**config.mk**
```make
export PLATFORM = sky130hd
export DESIGN_NAME = lpc_fwh_decoder
export DESIGN_NICKNAME = d
export VERILOG_FILES = /design/src/rtl/lpc_fwh_pkg.sv /design/src/rtl/lpc_fwh_cfg_regs.sv /design/src/rtl/lpc_io_decode.sv /design/src/rtl/fwh_mem_decode.sv /design/src/rtl/lpc_fwh_decoder.sv
export SDC_FILE = /design/constraint.sdc
export NUM_CORES = 1
export LEC_CHECK = 0
export CAP_MARGIN = 5
export CELL_PAD_IN_SITES_DETAIL_PLACEMENT = 1
export CELL_PAD_IN_SITES_GLOBAL_PLACEMENT = 2
export CORE_ASPECT_RATIO = 1.4
export CORE_MARGIN = 3
export CORE_UTILIZATION = 19
export DETAILED_ROUTE_END_ITERATION = 16
export GPL_ROUTABILITY_DRIVEN = 0
export PLACE_DENSITY_LB_ADDON = 0.1
export REMOVE_ABC_BUFFERS = 1
export SYNTH_ARGS = -nofsm -noshare
export SYNTH_HDL_FRONTEND = slang
export SYNTH_SLANG_ARGS = --single-unit
```
**constraint.sdc**
```tcl
create_clock -name clk_i -period 1.9 [get_ports clk_i]
set_input_delay 0.38 -clock clk_i [delete_from_list [all_inputs] [get_ports clk_i]]
set_output_delay 0.38 -clock clk_i [all_outputs]
set_load 0.05 [all_outputs]
```
**src/rtl/lpc_fwh_pkg.sv**
```systemverilog
package lpc_fwh_pkg;
  localparam int IO_EN_W   = 16;
  localparam int FWH_EN_W  = 8;
  localparam int IO_AW     = 16;
  localparam int MEM_AW    = 32;
  localparam int N_IO_WIN  = 13;
  localparam int N_PART    = 2;
  localparam int CFG_AW    = 8;

  localparam logic [CFG_AW-1:0]  IO_EN_ADDR  = 8'hE6;
  localparam logic [CFG_AW-1:0]  FWH_EN_ADDR = 8'hE2; // E3h sits in the high lane
  localparam logic [IO_EN_W-1:0] IO_EN_WMASK = 16'h1FFF;

  typedef struct packed {
    logic [IO_AW-1:0] lo;
    logic [IO_AW-1:0] hi;
  } io_win_t;

  localparam io_win_t WIN_NONE = '{lo: 16'hFFFF, hi: 16'h0000};

  function automatic io_win_t mk(logic [IO_AW-1:0] lo, logic [IO_AW-1:0] hi);
    io_win_t w;
    w.lo = lo;
    w.hi = hi;
    return w;
  endfunction

  // Window table: enable bit index, part index
  function automatic io_win_t io_win(int b, int p);
    io_win_t w;
    w = WIN_NONE;
    case (b)
      0:  if (p == 0) w = mk(16'h03F8, 16'h03FF);
      1:  if (p == 0) w = mk(16'h02F8, 16'h02FF);
      2:  if (p == 0) w = mk(16'h0378, 16'h037F);
      3:  w = (p == 0) ? mk(16'h03F0, 16'h03F5) : mk(16'h03F7, 16'h03F7);
      4:  if (p == 0) w = mk(16'h0220, 16'h0233);
      5:  if (p == 0) w = mk(16'h0330, 16'h0331);
      6:  if (p == 0) w = mk(16'h0388, 16'h038B);
      7:  if (p == 0) w = mk(16'h0200, 16'h020F);
      8:  w = (p == 0) ? mk(16'h0060, 16'h0060) : mk(16'h0064, 16'h0064);
      9:  if (p == 0) w = mk(16'h0530, 16'h0537);
      10: w = (p == 0) ? mk(16'h0062, 16'h0062) : mk(16'h0066, 16'h0066);
      11: if (p == 0) w = mk(16'h002E, 16'h002F);
      12: if (p == 0) w = mk(16'h004E, 16'h004F);
      default: w = WIN_NONE;
    endcase
    return w;
  endfunction

  // Firmware hub windows, compared on address bits above the window size
  localparam int HI512_LSB = 19;
  localparam int HI128_LSB = 17;
  localparam logic [MEM_AW-1:HI512_LSB] F8_TOP   = 13'h1FFF; // FFF80000h
  localparam logic [MEM_AW-1:HI512_LSB] F8_REG   = 13'h1FF7; // FFB80000h
  localparam logic [MEM_AW-1:HI512_LSB] F0_TOP   = 13'h1FFE; // FFF00000h
  localparam logic [MEM_AW-1:HI512_LSB] F0_REG   = 13'h1FF6; // FFB00000h
  localparam logic [MEM_AW-1:HI128_LSB] F8_SHADOW = 15'h0007; // 000E0000h
endpackage

```
**src/rtl/lpc_fwh_cfg_regs.sv**
```systemverilog
module lpc_fwh_cfg_regs
  import lpc_fwh_pkg::*;
(
  input  logic                 clk_i,
  input  logic                 rst_ni,
  input  logic                 pwr_good_i,
  input  logic                 strap_i,
  input  logic                 cfg_wr_i,
  input  logic [CFG_AW-1:0]    cfg_addr_i,
  input  logic [1:0]           cfg_be_i,
  input  logic [IO_EN_W-1:0]   cfg_wdata_i,
  output logic [IO_EN_W-1:0]   cfg_rdata_o,
  output logic [IO_EN_W-1:0]   io_en_o,
  output logic [1:0]           fwh_dec_en_o
);
  logic [IO_EN_W-1:0]  io_en_q;
  logic [FWH_EN_W-1:0] fwh_en_q;
  logic                pg_q;
  logic                pg_rise;
  logic                sel_io, sel_fwh;
  logic                wr_fwh;

  assign pg_rise = pwr_good_i && !pg_q;
  assign sel_io  = (cfg_addr_i == IO_EN_ADDR);
  assign sel_fwh = (cfg_addr_i == FWH_EN_ADDR);
  assign wr_fwh  = cfg_wr_i && sel_fwh && cfg_be_i[1];

  always_ff @(posedge clk_i or negedge rst_ni) begin
    if (!rst_ni) pg_q <= 1'b0;
    else         pg_q <= pwr_good_i;
  end

  generate
    for (genvar l = 0; l < 2; l++) begin : g_io_lane
      always_ff @(posedge clk_i or negedge rst_ni) begin
        if (!rst_ni)
          io_en_q[l*8 +: 8] <= '0;
        else if (cfg_wr_i && sel_io && cfg_be_i[l])
          io_en_q[l*8 +: 8] <= cfg_wdata_i[l*8 +: 8] & IO_EN_WMASK[l*8 +: 8];
      end
    end
  endgenerate

  // Strap load wins over a same-cycle write
  always_ff @(posedge clk_i or negedge rst_ni) begin
    if (!rst_ni)      fwh_en_q <= '0;
    else if (pg_rise) fwh_en_q <= strap_i ? '0 : '1;
    else if (wr_fwh)  fwh_en_q <= cfg_wdata_i[15:8];
  end

  always_comb begin
    cfg_rdata_o = '0;
    if (sel_io)       cfg_rdata_o = io_en_q;
    else if (sel_fwh) cfg_rdata_o = {fwh_en_q, 8'h00};
  end

  assign io_en_o      = io_en_q;
  assign fwh_dec_en_o = fwh_en_q[7:6];

  p_rsvd_zero_r2: assert property (@(posedge clk_i) disable iff (!rst_ni)
    io_en_q[15:13] == 3'b000);

  p_strap_load_r9: assert property (@(posedge clk_i) disable iff (!rst_ni)
    (pwr_good_i && !pg_q) |=> (fwh_en_q == ($past(strap_i) ? 8'h00 : 8'hFF)));

  p_fwh_hold_r10: assert property (@(posedge clk_i) disable iff (!rst_ni)
    (!(pwr_good_i && !pg_q) && !(cfg_wr_i && cfg_addr_i == FWH_EN_ADDR && cfg_be_i[1]))
      |=> $stable(fwh_en_q));
endmodule

```
**src/rtl/lpc_io_decode.sv**
```systemverilog
module lpc_io_decode
  import lpc_fwh_pkg::*;
#(
  parameter int NW = N_IO_WIN,
  parameter int NP = N_PART
) (
  input  logic [IO_AW-1:0]   io_addr_i,
  input  logic [NW-1:0]      en_i,
  output logic               hit_o
);
  logic [NW-1:0] win_any;

  generate
    for (genvar b = 0; b < NW; b++) begin : g_win
      logic [NP-1:0] part_hit;
      for (genvar p = 0; p < NP; p++) begin : g_part
        localparam io_win_t W = io_win(b, p);
        assign part_hit[p] = (io_addr_i >= W.lo) && (io_addr_i <= W.hi);
      end
      assign win_any[b] = |part_hit;
    end
  endgenerate

  assign hit_o = |(win_any & en_i);
endmodule

```
**src/rtl/fwh_mem_decode.sv**
```systemverilog
module fwh_mem_decode
  import lpc_fwh_pkg::*;
(
  input  logic [MEM_AW-1:0] mem_addr_i,
  input  logic [1:0]        en_i,       // [1]: upper 512K set, [0]: lower 512K set
  output logic              hit_o
);
  logic [MEM_AW-1:HI512_LSB] a512;
  logic [MEM_AW-1:HI128_LSB] a128;
  logic                      f8_hit, f0_hit;

  assign a512   = mem_addr_i[MEM_AW-1:HI512_LSB];
  assign a128   = mem_addr_i[MEM_AW-1:HI128_LSB];
  assign f8_hit = (a512 == F8_TOP) || (a512 == F8_REG) || (a128 == F8_SHADOW);
  assign f0_hit = (a512 == F0_TOP) || (a512 == F0_REG);
  assign hit_o  = (en_i[1] && f8_hit) || (en_i[0] && f0_hit);
endmodule

```
**src/rtl/lpc_fwh_decoder.sv**
```systemverilog
module lpc_fwh_decoder
  import lpc_fwh_pkg::*;
(
  input  logic                clk_i,
  input  logic                rst_ni,
  input  logic                pwr_good_i,
  input  logic                strap_i,
  input  logic                cfg_wr_i,
  input  logic [CFG_AW-1:0]   cfg_addr_i,
  input  logic [1:0]          cfg_be_i,
  input  logic [IO_EN_W-1:0]  cfg_wdata_i,
  output logic [IO_EN_W-1:0]  cfg_rdata_o,
  input  logic [MEM_AW-1:0]   cyc_addr_i,
  input  logic                cyc_is_mem_i,
  output logic                lpc_io_hit_o,
  output logic                fwh_mem_hit_o
);
  logic [IO_EN_W-1:0] io_en;
  logic [1:0]         fwh_en;
  logic               io_raw, mem_raw;

  lpc_fwh_cfg_regs u_regs (
    .clk_i, .rst_ni, .pwr_good_i, .strap_i,
    .cfg_wr_i, .cfg_addr_i, .cfg_be_i, .cfg_wdata_i, .cfg_rdata_o,
    .io_en_o(io_en), .fwh_dec_en_o(fwh_en)
  );

  lpc_io_decode #(.NW(N_IO_WIN), .NP(N_PART)) u_io (
    .io_addr_i(cyc_addr_i[IO_AW-1:0]),
    .en_i     (io_en[N_IO_WIN-1:0]),
    .hit_o    (io_raw)
  );

  fwh_mem_decode u_mem (
    .mem_addr_i(cyc_addr_i),
    .en_i      (fwh_en),
    .hit_o     (mem_raw)
  );

  assign lpc_io_hit_o  = io_raw && !cyc_is_mem_i;
  assign fwh_mem_hit_o = mem_raw && cyc_is_mem_i;

  p_io_not_mem_r6: assert property (@(posedge clk_i) disable iff (!rst_ni)
    cyc_is_mem_i |-> !lpc_io_hit_o);

  p_mem_not_io_r10: assert property (@(posedge clk_i) disable iff (!rst_ni)
    !cyc_is_mem_i |-> !fwh_mem_hit_o);

  p_io_needs_en_r1: assert property (@(posedge clk_i) disable iff (!rst_ni)
    (io_en == '0) |-> !lpc_io_hit_o);

  p_mem_needs_en_r1: assert property (@(posedge clk_i) disable iff (!rst_ni)
    (fwh_en == 2'b00) |-> !fwh_mem_hit_o);
endmodule

```
### Word level (Yosys, flattened, before mapping)

Cells that the tools add are included.

| operators by class | value |
|---|---|
| add/sub/neg operators | 0 |
| $mul | 0 |
| divide/modulo/power cells | 0 |
| order comparisons | 34 |
| equality and inequality tests | 7 |
| shifts and indexed selects | 0 |
| muxes and demuxes | 5 |
| bitwise gates (word level) | 1 |
| reductions and logical operators | 48 |

Operators with widths:

| cell | count |
|---|---|
| $ge 16x10->1 const B | 9 |
| $le 16x10->1 const B | 9 |
| $ge 16x7->1 const B | 5 |
| $le 16x7->1 const B | 5 |
| $eq 13x13->1 const B | 4 |
| $mux 16 | 2 |
| $logic_and 1x1->1 | 27 |
| $reduce_or 2->1 | 13 |
| $mux 8 | 3 |
| $eq 8x8->1 const B | 2 |
| $ge 16x11->1 const B | 1 |
| $ge 16x16->1 const B | 1 |
| $ge 16x6->1 const B | 1 |
| $le 16x1->1 const B | 1 |
| $le 16x11->1 const B | 1 |
| $le 16x6->1 const B | 1 |
| $eq 15x3->1 const B | 1 |
| $and 13x13->13 | 1 |
| $reduce_or 13->1 | 1 |
| $logic_or 1x1->1 | 4 |
| $logic_not 1->1 | 2 |
| $reduce_bool 2->1 | 1 |

| word-level totals | value |
|---|---|
| flip-flop bits (word level) | 22 |
| bits in latches | 0 |
| RAM bits | 0 |
| ROM bits | 0 |
| input bits | 64 |
| output and inout port bits | 18 |
| word-level logic and storage cells | 99 |
| memories kept | 0 |

### Longest topological paths before layout

| logic depth | value |
|---|---|
| word-level depth | 6 |
| mapped depth | 6 |
| depth with buffers taken out | 5 |

### By module

Synthesis repeated with hierarchy kept, for this count alone.

| second synthesis, totals | value |
|---|---|
| cells, all modules | 142 |
| area, all modules | 1501.4 um2 |

By module, submodules not included:

| module | times used | cells each | area an instance (um2) | sequential area each (um2) |
|---|---|---|---|---|
| lpc_fwh_cfg_regs | 1 | 88 | 1139.8 | 550.5 |
| lpc_io_decode | 1 | 40 | 267.8 | 0.0 |
| fwh_mem_decode | 1 | 12 | 77.6 | 0.0 |
| lpc_fwh_decoder | 1 | 2 | 16.3 | 0.0 |

### Worst setup path after synthesis

OpenSTA, ideal clock, no wires.

| path | value |
|---|---|
| path type | input-to-output |
| start | input cyc_addr_i[1] |
| end | output lpc_io_hit_o |
| arrival time | 2363 ps |
| data required time | 1520 ps |
| slack | -843 ps |
| stages | 5 |
| buffers on the path | 0 |
| path through | nand2b_1 or4_4 a211oi_2 o311ai_1 a2111oi_2 |

| on the way | value |
|---|---|
| word-level cells in the longest chain between the ends | 6 |
| elaborated cells between the ends (all ways) | 67 |
| classes of those cells | 34 x order compare; 1 x bitwise; 32 x reduce/logical |

Ends and longest elaborated chain:

| element | line | text |
|---|---|---|
| from (decl) | lpc_fwh_decoder.sv:13 | `input logic [MEM_AW-1:0] cyc_addr_i,` |
| $ge 16x10->1 (tied with other cells) | lpc_io_decode.sv:18 | `assign part_hit[p] = (io_addr_i >= W.lo) && (io_addr_i <= W.hi);` |
| $logic_and 1x1->1 | lpc_io_decode.sv:18 |  |
| $reduce_or 2->1 | lpc_io_decode.sv:20 | `assign win_any[b] = \|part_hit;` |
| $and 13x13->13 * | lpc_io_decode.sv:24 | `assign hit_o = \|(win_any & en_i);` |
| $reduce_or 13->1 * | lpc_io_decode.sv:24 |  |
| $logic_and 1x1->1 * | lpc_fwh_decoder.sv:40 | `assign lpc_io_hit_o = io_raw && !cyc_is_mem_i;` |
| to (decl) | lpc_fwh_decoder.sv:15 | `output logic lpc_io_hit_o,` |

Every way passes the cells marked *; elsewhere a longest branch is shown, timed or not.

### Final worst setup path

| path | value |
|---|---|
| start | input cyc_addr_i[7] |
| end | output lpc_io_hit_o |

The elaborated chain is that of the path after synthesis.

==> results.tsv <==
stage	metric	value	unit
status	run status	finished with violations	
status	failing checks	setup timing	
clock_tree	worst skew pair latency	260	ps
timing	transition time at the pin with the least slew margin	305	ps
floorplanning	Std-Cell Rows	36	
synthesis	async set-reset flop share out of synthesis	100	%
routing	detailed-router iteration count before antenna repair	4	
clock_tree	H-tree depth	1	
synthesis	library cell with the largest summed area after synthesis	dfrtp_1	
floorplanning	Chip Width	78.0	um
floorplanning	starting utilization of the core area	19.6	%
routing	mean routed wirelength per cell	15.5	um
worst_setup_path	critical path peak fanout	2	
synthesis	synth unique cells	38	
global_route	maximum number of pins on one net before global-route repair	23	
synthesis	dominant register cell in the synthesized netlist	dfrtp_1	
global_route	wire length of the first global-routing pass	8910	um
synthesis	number of enable-type register cells in the synthesized netlist	0	
final_layout	share of post-route cells with drive strength above 1	40.2	%
timing	total of endpoints with negative setup slack in the final report	2	
clock_tree	root buf cell	clkbuf_8	
worst_setup_path	sort of element at the start of the critical path	primary input	
synthesis	post-synthesis register bit count	22	
synthesis	cells after synthesis	137	
synthesis	Seq/Total Area, Yosys	39.9	%
placement	HPWL Detailed	4390	um
timing	maximum clock skew at final layout	7.06	ps
synthesis	Cell Area, Synth	0.00138	mm2
hold_path	Tightest Hold Check Type	primary input to async pin	
timing	RSZ-0062 raised after global routing	yes	
global_route	number of antenna violations at the first check in global routing	0	
timing	final setup slack of the worst path	-588	ps
clock_tree	clock slew at the register clock pins of the worst setup and hold paths	90	ps
final_layout	multi-input logic area	963	um2
synthesis	Yosys warning total	0	
floorplanning	Core ar.	0.00703	mm2
timing	Max-Slew Margin vs Limit	79.5	%
routing	Avg Vias per Cell	4.51	
synthesis	area share of the largest cell type after synthesis	39.9	%
floorplanning	Chip Height	107	um
worst_setup_path	worst endpoint data arrival time	2110	ps
final_layout	end-of-flow core utilization	41.5	%
final_layout	Filler Cells Inserted	804	
timing	ratio of final minimum period to clock period	131	%
global_route	global-route usage over all layers	13.4	%
global_route	vias in the first global route	1826	
final_layout	Diodes inserted	0	
timing	final setup TNS	-607	ps
global_route	total congestion overflow	0	
power_and_ir_drop	overall power of the completed layout	1.23	mW
routing	number of remaining DRC errors	0	
timing	hold violation count in the final report	0	
clock_tree	number of buffers added to fix hold violations after cts	0	
synthesis	list of most frequent post-synthesis cells	dfrtp_1, nand2_1, and3_1, mux2_1, o21ai_1	
final_layout	Area growth, synth to finish	111	%
timing	upper clock frequency limit	402	MHz
clock_tree	TritonCTS buffer count	3	
synthesis	average size of a mapped cell	10.1	um2
synthesis	Synth area leaders	dfrtp_1, mux2_1, and3_1, mux2_2, nand2_1	
timing	Min Clock Period, post-route	2490	ps
placement	Port Buffers	80	
power_and_ir_drop	Peak VDD IR	276	uV
routing	initial drt markers	13	
routing	via count	1561	
routing	Total Wirelength	5380	um
final_layout	non-filler instance count after layout	346	
worst_setup_path	Req. time, crit path	1520	ps
worst_setup_path	path type of the worst setup path	primary input to output port	
job	number of maximum-capacitance constraint violations	0	
floorplanning	Top Ports	82	
final_layout	sequential cell area in the final layout	551	um2
synthesis	library cell with the highest instance count after synthesis	dfrtp_1	
power_and_ir_drop	power per standard cell area	424	mW/mm2
clock_tree	clk buf depth	2	
clock_tree	TritonCTS clock tree	built	
routing	final antenna-violating net count	0	
worst_setup_path	kind of end point of the critical path	output port	
clock_tree	clock sinks	22	
timing	number of pins exceeding their max-slew limit in the final report	0	
placement	number of cells in the design after placement	336	
floorplanning	Die ar.	0.00834	mm2
final_layout	Final nets	316	
power_and_ir_drop	Static Leak	1.31	nW
[critical path, cell delays in order]
cell       delay, ps
buf_6            100
buf_6            100
or4_4            530
o32a_4           380
a2111oi_4        330
buf_4            170
buf_12           120
[through the flow]
step | hold slack (ps) | setup slack [ps] | instance area, um2
3_5_place_dp | 477 | -886 | 2680
4_1_cts | 466 | -612 | 2870
2_1_floorplan | 84.4 | -843 | 1370
6_report | 458 | -588 | 2910
3_3_place_gp | 464 | -848 | 2680
5_1_grt | 475 | -690 | 2910
[flip-flops by register name, summed over array words and instances (netlist names)]
name	count
u_regs.fwh_en_q	8
u_regs.io_en_o	13
u_regs.pg_q	1
[layout by cell type, fill, tap and decap left out, drive strengths merged, types with 3 or more instances in the layout]
cell	instances
buf	57
clkdlybuf4s50	29
dfrtp	22
o21ai	15
mux2	14
dlygate4sd2	13
nand2	12
and3	10
clkbuf	9
a21oi	7
nor2	6
clkdlybuf4s15	6
nor4	6
a22o	5
and2	4
nand3	4
nand3b	3
nand4	3
nand2b	3
or4	3
[final timing paths]
kind	start	end	slack, ps	depth (start not counted)
min in group clk_i	u_regs.fwh_en_q[5]$_DFFE_PN0P_	u_regs.fwh_en_q[5]$_DFFE_PN0P_	500	2
worst min register to register	u_regs.fwh_en_q[5]$_DFFE_PN0P_	u_regs.fwh_en_q[5]$_DFFE_PN0P_	500	2
worst max register to register	u_regs.pg_q$_DFF_PN0_	u_regs.fwh_en_q[2]$_DFFE_PN0P_	730	6
max in group asynchronous	rst_ni	u_regs.io_en_o[7]$_DFFE_PN0P_	1210	2
worst min-delay path	rst_ni	u_regs.fwh_en_q[5]$_DFFE_PN0P_	460	2
worst max-delay path	cyc_addr_i[7]	lpc_io_hit_o	-590	7
[where the power goes]
group | total (mW) | switching, mW | internal (mW)
Clock | 0.436 | 0.154 | 0.281
Combinational | 0.275 | 0.115 | 0.160
Sequential | 0.524 | 0.0233 | 0.500
Total | 1.23 | 0.293 | 0.942
[routing by layer]
| layer | vias up | part of all wire (%) | wire length [um] | GRT usage [%] |
|---|---|---|---|---|
| li1 | 763 | - | - | - |
| met3 | 2 | 4.1 | 220 | 2.69 |
| met5 | - | 0 | 0 | 0 |
| met4 | 0 | 0.54 | 29 | 2.63 |
| met1 | 760 | 36 | 1940 | 14.1 |
| met2 | 36 | 59 | 3180 | 27.0 |
[kinds of logic after synthesis]
kind of cell           Yosys count  share of synthesized area (%)
AO/OA/AOI/OAI                   35                           16.8
buffers and inverters            4                           1.18
flip-flops                      22                           39.9
multiplexers                    15                           12.1
AND/OR/NAND/NOR                 61                           30.0
[layout make-up]
type	count	share of cell area (%)
inverter	2	0.258
tap	95	4.08
sequential	22	18.9
clock inverter	1	1.03
clock buffer	3	1.42
multi-input combinational	111	33.1
timing repair buffer	112	41.3
[timing repair]
| action | 4_1_cts | 5_1_grt |
|---|---|---|
| cloned | 1 | 0 |
| gates resized for setup | 88 | 20 |
| setup endpoints to repair | 18 | 8 |
| pin swaps | 18 | 10 |
| buffers inserted | 3 | 2 |
Note: power is estimated with default switching activity, not from simulation.
